==> config.mk <==
export PLATFORM = sky130hd
export DESIGN_NAME = adc_seq_ctrl
export DESIGN_NICKNAME = d
export VERILOG_FILES = /design/src/rtl/adc_seq_pkg.sv /design/src/rtl/adc_seq_regs.sv /design/src/rtl/adc_seq_fsm.sv /design/src/rtl/adc_seq_results.sv /design/src/rtl/adc_seq_ctrl.sv
export SDC_FILE = /design/constraint.sdc
export NUM_CORES = 1
export LEC_CHECK = 0
export ABC_AREA = 0
export BUFFER_PORTS_ARGS = -buffer_cell sky130_fd_sc_hd__buf_2
export CAP_MARGIN = 20
export CORE_MARGIN = 8
export CORE_UTILIZATION = 50
export CTS_BUF_LIST = sky130_fd_sc_hd__clkbuf_16
export DETAILED_ROUTE_END_ITERATION = 12
export PLACE_DENSITY = 0.79
export SLEW_MARGIN = 10
export SYNTH_ARGS = -nofsm -noshare
export SYNTH_HDL_FRONTEND = slang
export SYNTH_SLANG_ARGS = --single-unit
export TNS_END_PERCENT = 100
==> constraint.sdc <==
create_clock -name clk -period 2.1 [get_ports clk]
set_input_delay 0.21 -clock clk [delete_from_list [all_inputs] [get_ports clk]]
set_output_delay 0.21 -clock clk [all_outputs]
set_load 0.01 [all_outputs]
==> src/rtl/adc_seq_pkg.sv <==
`timescale 1ns/1ps
// Shared definitions for the ADC conversion sequencer.
// Assumes an 8-bit register bus with control at address 0 and the
// result slots starting at address 1.
package adc_seq_pkg;
    localparam int ADDR_CTRL = 0;
    localparam int ADDR_RES0 = 1;

    // Control register bit positions (software-visible layout).
    localparam int CTL_FLAG = 7;
    localparam int CTL_SCAN = 5;
    localparam int CTL_MULT = 4;
    localparam int OPT_PWR  = 7;

    // Stored control fields; sel holds CD:CC:CB:CA.
    typedef struct packed {
        logic       scan;
        logic       mult;
        logic [3:0] sel;
    } seq_cfg_t;

    typedef enum logic {
        SEQ_IDLE = 1'b0,
        SEQ_WAIT = 1'b1
    } seq_state_t;
endpackage

==> src/rtl/adc_seq_regs.sv <==
`timescale 1ns/1ps
// Control and option register storage.
// Decodes bus writes and produces a one-cycle control-write strike.
// Assumes DATA_W >= 8 so that the fixed control layout fits.
module adc_seq_regs
    import adc_seq_pkg::*;
#(
    parameter int ADDR_W = 3,
    parameter int DATA_W = 8,
    parameter int SLOTS  = 4
) (
    input  logic              clk,
    input  logic              rst_n,
    input  logic              bus_wr,
    input  logic [ADDR_W-1:0] bus_addr,
    input  logic [DATA_W-1:0] bus_wdata,
    output logic              ctrl_wr,
    output seq_cfg_t          cfg,
    output logic              power
);
    localparam int ADDR_OPT = ADDR_RES0 + SLOTS;

    logic opt_wr;
    logic unused_wdata;

    assign ctrl_wr      = bus_wr && (bus_addr == ADDR_W'(ADDR_CTRL));
    assign opt_wr       = bus_wr && (bus_addr == ADDR_W'(ADDR_OPT));
    assign unused_wdata = ^bus_wdata[DATA_W-1:6];

    // Capture mode and channel fields on a control write.
    always_ff @(posedge clk) begin
        if (!rst_n) begin
            cfg <= '0;
        end else if (ctrl_wr) begin
            cfg.scan <= bus_wdata[CTL_SCAN];
            cfg.mult <= bus_wdata[CTL_MULT];
            cfg.sel  <= bus_wdata[3:0];
        end
    end

    // Capture the power-up enable on an option write.
    always_ff @(posedge clk) begin
        if (!rst_n) begin
            power <= 1'b0;
        end else if (opt_wr) begin
            power <= bus_wdata[OPT_PWR];
        end
    end
endmodule

==> src/rtl/adc_seq_fsm.sv <==
`timescale 1ns/1ps
// Conversion sequencer. It issues four conversions per sequence, picks
// the channel of each one, steers results into slots and raises the
// completion flag. A control write aborts the sequence and restarts it.
// Assumes the converter answers each start with exactly one done pulse.
module adc_seq_fsm
    import adc_seq_pkg::*;
#(
    parameter int SLOTS  = 4,
    parameter int CHAN_W = 3,
    localparam int SLOT_W = $clog2(SLOTS)
) (
    input  logic              clk,
    input  logic              rst_n,
    input  logic              ctrl_wr,
    input  logic              scan,
    input  logic              mult,
    input  logic [CHAN_W-1:0] chan_sel,
    input  logic              power,
    input  logic              conv_done,
    output logic              conv_start,
    output logic [CHAN_W-1:0] conv_chan,
    output logic              res_we,
    output logic [SLOT_W-1:0] res_slot,
    output logic              ccf
);
    localparam int GRP_W = CHAN_W - SLOT_W;
    localparam logic [SLOT_W-1:0] LAST = SLOT_W'(SLOTS - 1);

    seq_state_t        state;
    logic              run;
    logic [CHAN_W-1:0] next_chan;

    // Channel for the current slot: the group base plus the slot, or a fixed channel.
    always_comb begin
        if (mult) begin
            next_chan = {chan_sel[CHAN_W-1:SLOT_W], res_slot};
        end else begin
            next_chan = chan_sel;
        end
    end

    assign res_we = (state == SEQ_WAIT) && conv_done && !ctrl_wr;

    // Sequence control: restart on write, start when idle, advance on done.
    always_ff @(posedge clk) begin
        if (!rst_n) begin
            state      <= SEQ_IDLE;
            run        <= 1'b0;
            res_slot   <= '0;
            ccf        <= 1'b0;
            conv_start <= 1'b0;
            conv_chan  <= '0;
        end else begin
            conv_start <= 1'b0;
            if (ctrl_wr) begin
                state    <= SEQ_IDLE;
                run      <= 1'b1;
                res_slot <= '0;
                ccf      <= 1'b0;
            end else begin
                case (state)
                    SEQ_IDLE: begin
                        if (run && power) begin
                            conv_start <= 1'b1;
                            conv_chan  <= next_chan;
                            state      <= SEQ_WAIT;
                        end
                    end
                    SEQ_WAIT: begin
                        if (conv_done) begin
                            state <= SEQ_IDLE;
                            if (res_slot == LAST) begin
                                res_slot <= '0;
                                ccf      <= 1'b1;
                                run      <= scan;
                            end else begin
                                res_slot <= res_slot + 1'b1;
                            end
                        end
                    end
                    default: state <= SEQ_IDLE;
                endcase
            end
        end
    end

    // the start strobe never lasts two cycles
    p_start_single_r11: assert property (@(posedge clk) disable iff (!rst_n)
        conv_start |=> !conv_start);

    // the channel only moves together with a start
    p_chan_held_r11: assert property (@(posedge clk) disable iff (!rst_n)
        !conv_start |-> $stable(conv_chan));

    // no start without the power-up enable in the cycle before
    p_start_powered_r3: assert property (@(posedge clk) disable iff (!rst_n)
        conv_start |-> $past(power));

    // a control write always leaves the flag clear
    p_flag_cleared_r8: assert property (@(posedge clk) disable iff (!rst_n)
        ctrl_wr |=> !ccf);

    // storing the last slot raises the flag
    p_flag_on_last_r8: assert property (@(posedge clk) disable iff (!rst_n)
        (res_we && res_slot == LAST) |=> ccf);

    // a non-final store moves on to the next slot
    p_slot_advance_r4: assert property (@(posedge clk) disable iff (!rst_n)
        (res_we && res_slot != LAST) |=> (res_slot == $past(res_slot) + 1'b1));

    // a control write returns the sequence to slot zero
    p_restart_slot0_r9: assert property (@(posedge clk) disable iff (!rst_n)
        ctrl_wr |=> (res_slot == '0));

    logic unused_grp;
    assign unused_grp = (GRP_W > 0);
endmodule

==> src/rtl/adc_seq_results.sv <==
`timescale 1ns/1ps
// Bank of result slots, one register per slot, written only by the
// sequencer. There is no bus write path to these registers.
module adc_seq_results #(
    parameter int SLOTS  = 4,
    parameter int DATA_W = 8,
    localparam int SLOT_W = $clog2(SLOTS)
) (
    input  logic                         clk,
    input  logic                         rst_n,
    input  logic                         we,
    input  logic [SLOT_W-1:0]            slot,
    input  logic [DATA_W-1:0]            code,
    output logic [SLOTS-1:0][DATA_W-1:0] res_q
);
    for (genvar g = 0; g < SLOTS; g++) begin : g_slot
        // Load this slot when the sequencer stores into it.
        always_ff @(posedge clk) begin
            if (!rst_n) begin
                res_q[g] <= '0;
            end else if (we && slot == SLOT_W'(g)) begin
                res_q[g] <= code;
            end
        end
    end

    // without a sequencer store, no slot changes
    p_hold_r10: assert property (@(posedge clk) disable iff (!rst_n)
        !we |=> $stable(res_q));
endmodule

==> src/rtl/adc_seq_ctrl.sv <==
`timescale 1ns/1ps
// Top level of the ADC conversion sequencer: register storage,
// sequencer, result bank and the bus read multiplexer.
// Assumes bus reads are combinational in the address.
module adc_seq_ctrl
    import adc_seq_pkg::*;
#(
    parameter int ADDR_W = 3,
    parameter int DATA_W = 8,
    parameter int SLOTS  = 4,
    parameter int CHAN_W = 3
) (
    input  logic              clk,
    input  logic              rst_n,
    input  logic              bus_wr,
    input  logic [ADDR_W-1:0] bus_addr,
    input  logic [DATA_W-1:0] bus_wdata,
    output logic [DATA_W-1:0] bus_rdata,
    output logic              conv_start,
    output logic [CHAN_W-1:0] conv_chan,
    input  logic              conv_done,
    input  logic [DATA_W-1:0] conv_code
);
    localparam int SLOT_W   = $clog2(SLOTS);
    localparam int ADDR_OPT = ADDR_RES0 + SLOTS;

    logic                         ctrl_wr;
    seq_cfg_t                     cfg;
    logic                         power;
    logic                         res_we;
    logic [SLOT_W-1:0]            res_slot;
    logic                         ccf;
    logic [SLOTS-1:0][DATA_W-1:0] res_q;

    adc_seq_regs #(.ADDR_W(ADDR_W), .DATA_W(DATA_W), .SLOTS(SLOTS)) u_regs (
        .clk      (clk),
        .rst_n    (rst_n),
        .bus_wr   (bus_wr),
        .bus_addr (bus_addr),
        .bus_wdata(bus_wdata),
        .ctrl_wr  (ctrl_wr),
        .cfg      (cfg),
        .power    (power)
    );

    adc_seq_fsm #(.SLOTS(SLOTS), .CHAN_W(CHAN_W)) u_fsm (
        .clk       (clk),
        .rst_n     (rst_n),
        .ctrl_wr   (ctrl_wr),
        .scan      (cfg.scan),
        .mult      (cfg.mult),
        .chan_sel  (cfg.sel[CHAN_W-1:0]),
        .power     (power),
        .conv_done (conv_done),
        .conv_start(conv_start),
        .conv_chan (conv_chan),
        .res_we    (res_we),
        .res_slot  (res_slot),
        .ccf       (ccf)
    );

    adc_seq_results #(.SLOTS(SLOTS), .DATA_W(DATA_W)) u_res (
        .clk  (clk),
        .rst_n(rst_n),
        .we   (res_we),
        .slot (res_slot),
        .code (conv_code),
        .res_q(res_q)
    );

    // Bus read multiplexer: control, option and result slots.
    always_comb begin
        bus_rdata = '0;
        if (bus_addr == ADDR_W'(ADDR_CTRL)) begin
            bus_rdata[CTL_FLAG] = ccf;
            bus_rdata[CTL_SCAN] = cfg.scan;
            bus_rdata[CTL_MULT] = cfg.mult;
            bus_rdata[3:0]      = cfg.sel;
        end else if (bus_addr == ADDR_W'(ADDR_OPT)) begin
            bus_rdata[OPT_PWR] = power;
        end
        for (int i = 0; i < SLOTS; i++) begin
            if (bus_addr == ADDR_W'(ADDR_RES0 + i)) begin
                bus_rdata = res_q[i];
            end
        end
    end

    // bit 6 of the control read is always zero
    p_bit6_zero_r2: assert property (@(posedge clk) disable iff (!rst_n)
        (bus_addr == ADDR_W'(ADDR_CTRL)) |-> !bus_rdata[6]);
endmodule

==> Word-level counts from Yosys, hierarchy flattened <==
Cells that the tools add are included.
W data, S select, Z words.
{ "totals": {"wordCells": 63, "ff_bits": 48, "output_inout_bits": 12} }
{ "op_classes": {"n_eq_ne": 8, "n_reduce_logical": 21, "n_addsub": 1, "bitwise": 3, "mux": 16} }
{ "op_table": {"columns": ["cell", "count"], "rows": [
  ["$mux W8", 4],
  ["$logic_and A1 B1 Y1", 9],
  ["$reduce_and A3 Y1", 3],
  ["$mux W1", 8],
  ["$eq A3 B2 Y1 const B", 2],
  ["$eq A3 B3 Y1 const B", 2],
  ["$mux W6", 1],
  ["$reduce_bool A2 Y1", 3],
  ["$eq A2 B2 Y1 const B", 2],
  ["$mux W2", 2],
  ["$eq A3 B1 Y1 const B", 1],
  ["$logic_not A3 Y1", 1],
  ["$not A1 Y1", 3],
  ["$reduce_or A3 Y1", 1],
  ["$add A2 B1 Y2 const B", 1],
  ["$eq A2 B1 Y1 const B", 1],
  ["$logic_not A2 Y1", 1],
  ["$pmux W1 S2", 1],
  ["$reduce_and A2 Y1", 1],
  ["$reduce_or A2 Y1", 1],
  ["$logic_not A1 Y1", 1]
]} }

==> Depth between registers and ports, before layout <==
{ "logic_depth": {"depth_word": 7, "mapped_depth": 6, "ltp_nobuf": 4} }

==> Cells and area by module <==
Synthesis repeated with hierarchy kept, for this count alone.
{ "unflattened": {"hier_cells": 233, "area_unflattened_um2": 2287.2} }
{ "by_module_without_submodules": {"columns": ["mod", "cells_each", "area_per_inst_um2", "n_inst"], "rows": [
  ["adc_seq_results", 115, 1177.4, 1],
  ["adc_seq_ctrl", 49, 414.1, 1],
  ["adc_seq_fsm", 37, 384.1, 1],
  ["adc_seq_regs", 32, 311.5, 1]
]} }

==> Least setup slack after synthesis <==
OpenSTA, ideal clock, no wires.
{ "synth_path": {"path_kind": "input port to flip-flop", "startpoint": "in bus_addr[1]", "endpoint": "reg u_res.res_q[13] (netlist name)", "required_time_ps": 1979, "path_stages": 6, "n_path_buf": 3, "setup_slack_ps": 565, "arrival_time_ps": 1413, "cell_sequence": "buf_2 > or4b_4 > buf_6 > and3_4 > buf_6 > mux2i_1"} }
{ "synth_via": {"elab_chain_len": 5} }
{ "synth_rtl": {"columns": ["element", "line_no", "source"], "rows": [
  ["start, declared", "adc_seq_ctrl.sv:16", "input logic [ADDR_W-1:0] bus_addr,"],
  ["$logic_not A3 Y1", "adc_seq_regs.sv:26", "assign ctrl_wr = bus_wr && (bus_addr == ADDR_W'(ADDR_CTRL));"],
  ["$logic_and A1 B1 Y1", "adc_seq_regs.sv:26", null],
  ["$logic_not A1 Y1", "adc_seq_fsm.sv:43", "assign res_we = (state == SEQ_WAIT) && conv_done && !ctrl_wr;"],
  ["$logic_and A1 B1 Y1", "adc_seq_fsm.sv:43", null],
  ["$logic_and A1 B1 Y1", "adc_seq_results.sv:21", "end else if (we && slot == SLOT_W'(g)) begin"],
  ["end signal, assigned by index", "adc_seq_results.sv:22", "res_q[g] <= code;"],
  ["end, declared", "adc_seq_results.sv:14", "output logic [SLOTS-1:0][DATA_W-1:0] res_q"]
]} }
No other way between the ends.
A chain may end at the register's enable or synchronous reset.

==> Final worst setup path <==
{ "layout_path": {"startpoint": "in bus_addr[1]", "endpoint": "out bus_rdata[1]"} }
{ "layout_via": {"elab_chain_len": 6, "elab_cells_between_ends": 10, "classes_between": "eq/ne (4); mux (5); reduce/logical (1)"} }
{ "layout_rtl": {"columns": ["element", "line_no", "source"], "rows": [
  ["$logic_not A3 Y1", "adc_seq_ctrl.sv:74", "if (bus_addr == ADDR_W'(ADDR_CTRL)) begin"],
  ["$mux W6", "adc_seq_ctrl.sv:74", null],
  ["$mux W8 (3 in a row)", "adc_seq_ctrl.sv:83", "if (bus_addr == ADDR_W'(ADDR_RES0 + i)) begin"],
  ["$mux W8 (*)", "adc_seq_ctrl.sv:83", null],
  ["end, declared", "adc_seq_ctrl.sv:18", "output logic [DATA_W-1:0] bus_rdata,"]
]} }
Mark *: on every way between the ends. The rest lies on a longest branch, timed or not.

==> impl_metrics.csv <==
group,metric,value,unit
logic_synthesis,yosysTopAreaCellShare,42.8,%
critical_path,slowest_delay,0.41,ns
placement,io_buffers,33,
cells_and_area,final_common_cell,"nand2_1",
grt,grt_max_degree,32,
logic_synthesis,synth_cell_types,31,
worst_hold_path,hp-class,"in -> reg",
floorplanning,rows,24,
power_and_ir_drop,switchingPower,0.386,mW
logic_synthesis,yosysTopAreaCell,"dfxtp_1",
power_and_ir_drop,clock_power_share,46.1,%
cells_and_area,nFillCells,354,
critical_path,cpMaxStageDelayCell,"nor2b_1",
cts,clockRootBuffer,"clkbuf_16",
cts,cts_made_buffers,5,
power_and_ir_drop,switching_share,20.4,%
sta,clock_skew,0.00452,ns
logic_synthesis,syn_area,0.00224,mm2
cts,h-tree-depth,2,
sta,min_period_over_period,81.7,%
sta,final.setup.tns,0,ns
power_and_ir_drop,pwr-share-seq,48.3,%
critical_path,cp.required,1.89,ns
critical_path,cp_cell_sequence,"buf_2 -> nor2b_1 -> a22oi_1 -> o22ai_1 -> buf_2",
cells_and_area,final_cell_mix,"60 x nand2_1, 48 x dfxtp_1, 46 x mux2i_1, 33 x buf_2, 8 x buf_4",
floorplanning,floorplan.io_pins,35,
logic_synthesis,avgSynthCellArea,9.55,um2
cts,hold_buffers,0,
cts,cts.sinks,48,
sta,slew_viol_final,0,
sta,rsz0062_at_grt,"false",
sta,worst_pin_slew,0.603,ns
route,vias,1754,
cells_and_area,nNetsFinal,294,
power_and_ir_drop,power.density,728,mW/mm2
sta,clock.fmax,0.583,GHz
grt,grt_use_total,14.5,%
floorplanning,start_util,51.5,%
critical_path,crit_type,"in -> out",
cts,cts_tree,"yes",
critical_path,worstSetupEndpointType,"output port",
route,vias_per_cell,5.48,
critical_path,cp-start-kind,"input pin",
outcome,status,"completed",
critical_path,cp.arrival,1.50,ns
floorplanning,dieArea,0.00689,mm2
cts,cts_resized,0,
logic_synthesis,synth_cells,235,
job,drv_cap,0,
logic_synthesis,synth_seq_cells,48,
route,ant_nets,0,
sta,slew_headroom,59.8,%
route,remaining_drc_errors,0,
cells_and_area,syn_to_final_growth,16.1,%
sta,whs,0.174,ns
sta,finalCriticalPeriod,1.71,ns
power_and_ir_drop,total_leakage_power,0.997,nW
grt,antenna_found_initial,0,
sta,hold_violations,0,
power_and_ir_drop,p_int,1.51,mW
logic_synthesis,netlist_top_cells_area,"dfxtp_1 43%, mux2i_1 21%, nand2_1 10%, mux2_2 3.0%, a21boi_0 2.3%",
cts,clk_path_buf_depth,2,
sta,finalSetupViolations,0,
grt,grt-ovfl-total,0,
cells_and_area,layout-drive-gt1-share,22.4,%
cts,clock_latency,0.28,ns
logic_synthesis,yosys_warnings,0,
critical_path,rrSetupSlack,0.56,ns
route,first_iter_violations,109,
route,detail_route.wl_per_cell,15.4,um
floorplanning,die_x,83.0,um
cts,clkTransAtPathRegs,0.06,ns
placement,dp_hpwl,3520,um
critical_path,cpMostUsedCell,"buf_2",
placement,gp_routability_congestion,0.769,
route,wirelength,4930,um
route,drt_pass1_iterations,4,
grt,grt_first_pass_wirelength,8380,um
power_and_ir_drop,peakVddDrop,0.487,mV
logic_synthesis,synth_fp_nets,262,
power_and_ir_drop,power_frac_comb,5.6,%
cells_and_area,diodes,0,
floorplanning,core-area,0.00435,mm2
cts,cts_setup_buffers,0,
floorplanning,die_y,83.0,um
critical_path,path_max_fanout,18,
grt,grt_pass1_vias,1728,
logic_synthesis,yosysSeqAreaShare,42.8,%
Yosys cell counts:
cell / count
a21boi_0: 7
a21oi_1: 2
a22oi_1: 7
a2bb2oi_1: 1
and2_1: 1
and3_1: 1
and3_4: 2
buf_1: 1
buf_2: 3
buf_6: 4
clkbuf_1: 8
dfxtp_1: 48
ha_1: 4
inv_1: 4
mux2_2: 6
mux2i_1: 46
mux4_2: 1
nand2_1: 60
nand2b_1: 2
nand3_1: 1
nand3b_1: 2
nand4b_1: 1
nor2_1: 6
nor2_2: 1
nor2b_1: 3
nor4b_2: 1
o21a_1: 2
o21ai_0: 2
o22ai_1: 6
o2bb2ai_1: 1
or4b_4: 1
worst max-delay path, delay by kind of cell:
kind | cells | cell delay (ns)
compound gates | 2 | 0.35
buf+inv | 2 | 0.53
simple gates | 1 | 0.41
registers in the layout (all words and copies together) (netlist names):
name              cells
u_fsm.state           1
u_regs.power          1
u_fsm.conv_start      1
u_fsm.run             1
u_fsm.res_slot        2
u_fsm.conv_chan       3
u_fsm.ccf             1
u_res.res_q          32
u_regs.cfg            6
final timing paths:
kind / end / cells past startpoint / startpoint
worst max-delay path: bus_rdata[1] / 5 / bus_addr[1]
worst min-delay path: u_regs.cfg[1] / 3 / bus_wdata[1]
worst max register to register: u_res.res_q[1] / 3 / u_fsm.state
worst min register to register: u_res.res_q[21] / 2 / u_res.res_q[21]
routing by layer:
layer	share of wire [%]	global-route usage [%]	vias to the layer above
met5	0	0	-
met1	46	17.5	826
met2	46	22.9	48
met4	2.7	7.19	0
met3	5.3	4.20	12
li1	-	-	868
final cells by class:
type	count	area (um2)	share of cell area, %
clock buffers	5	125	4.81
multi-input cells	167	1170	45.1
repair buffers	41	225	8.65
inverters	4	15.0	0.577
well taps	52	65.1	2.50
flip-flops and latches	48	961	36.9
clock inverters	3	38.8	1.49
cell families after synthesis:
logic type / count (synthesis) / synth area share (%)
AOI/OAI and AO/OA: 28 / 8.70
adders and majority gates: 4 / 2.23
buffers and inverters: 20 / 4.85
DFF: 48 / 42.8
muxes: 53 / 24.5
and+or+nand+nor: 82 / 16.8
power by group through the flow:
stage | Combinational [mW] | Clock [mW] | Sequential (mW)
floorplan | 0.0645 | 0 | 0.936
global placement | 0.104 | 0 | 0.937
detailed placement | 0.105 | 0 | 0.938
CTS | 0.106 | 0.886 | 0.917
global route | 0.116 | 0.923 | 0.917
finish | 0.105 | 0.874 | 0.917
stage by stage:
step	utilization, %	setup slack (ns)	power (mW)	instance area, um2	instances
after global routing	59.8	0.236	1.96	2600	320
final	59.8	0.385	1.90	2600	320
after CTS	59.8	0.381	1.91	2600	320
after floorplan	-	0.565	1.00	2240	235
after detailed placement	56.0	0.361	1.04	2440	312
after global placement	56.0	0.388	1.04	2440	312
No activity file was read; power rests on OpenSTA's default activity.
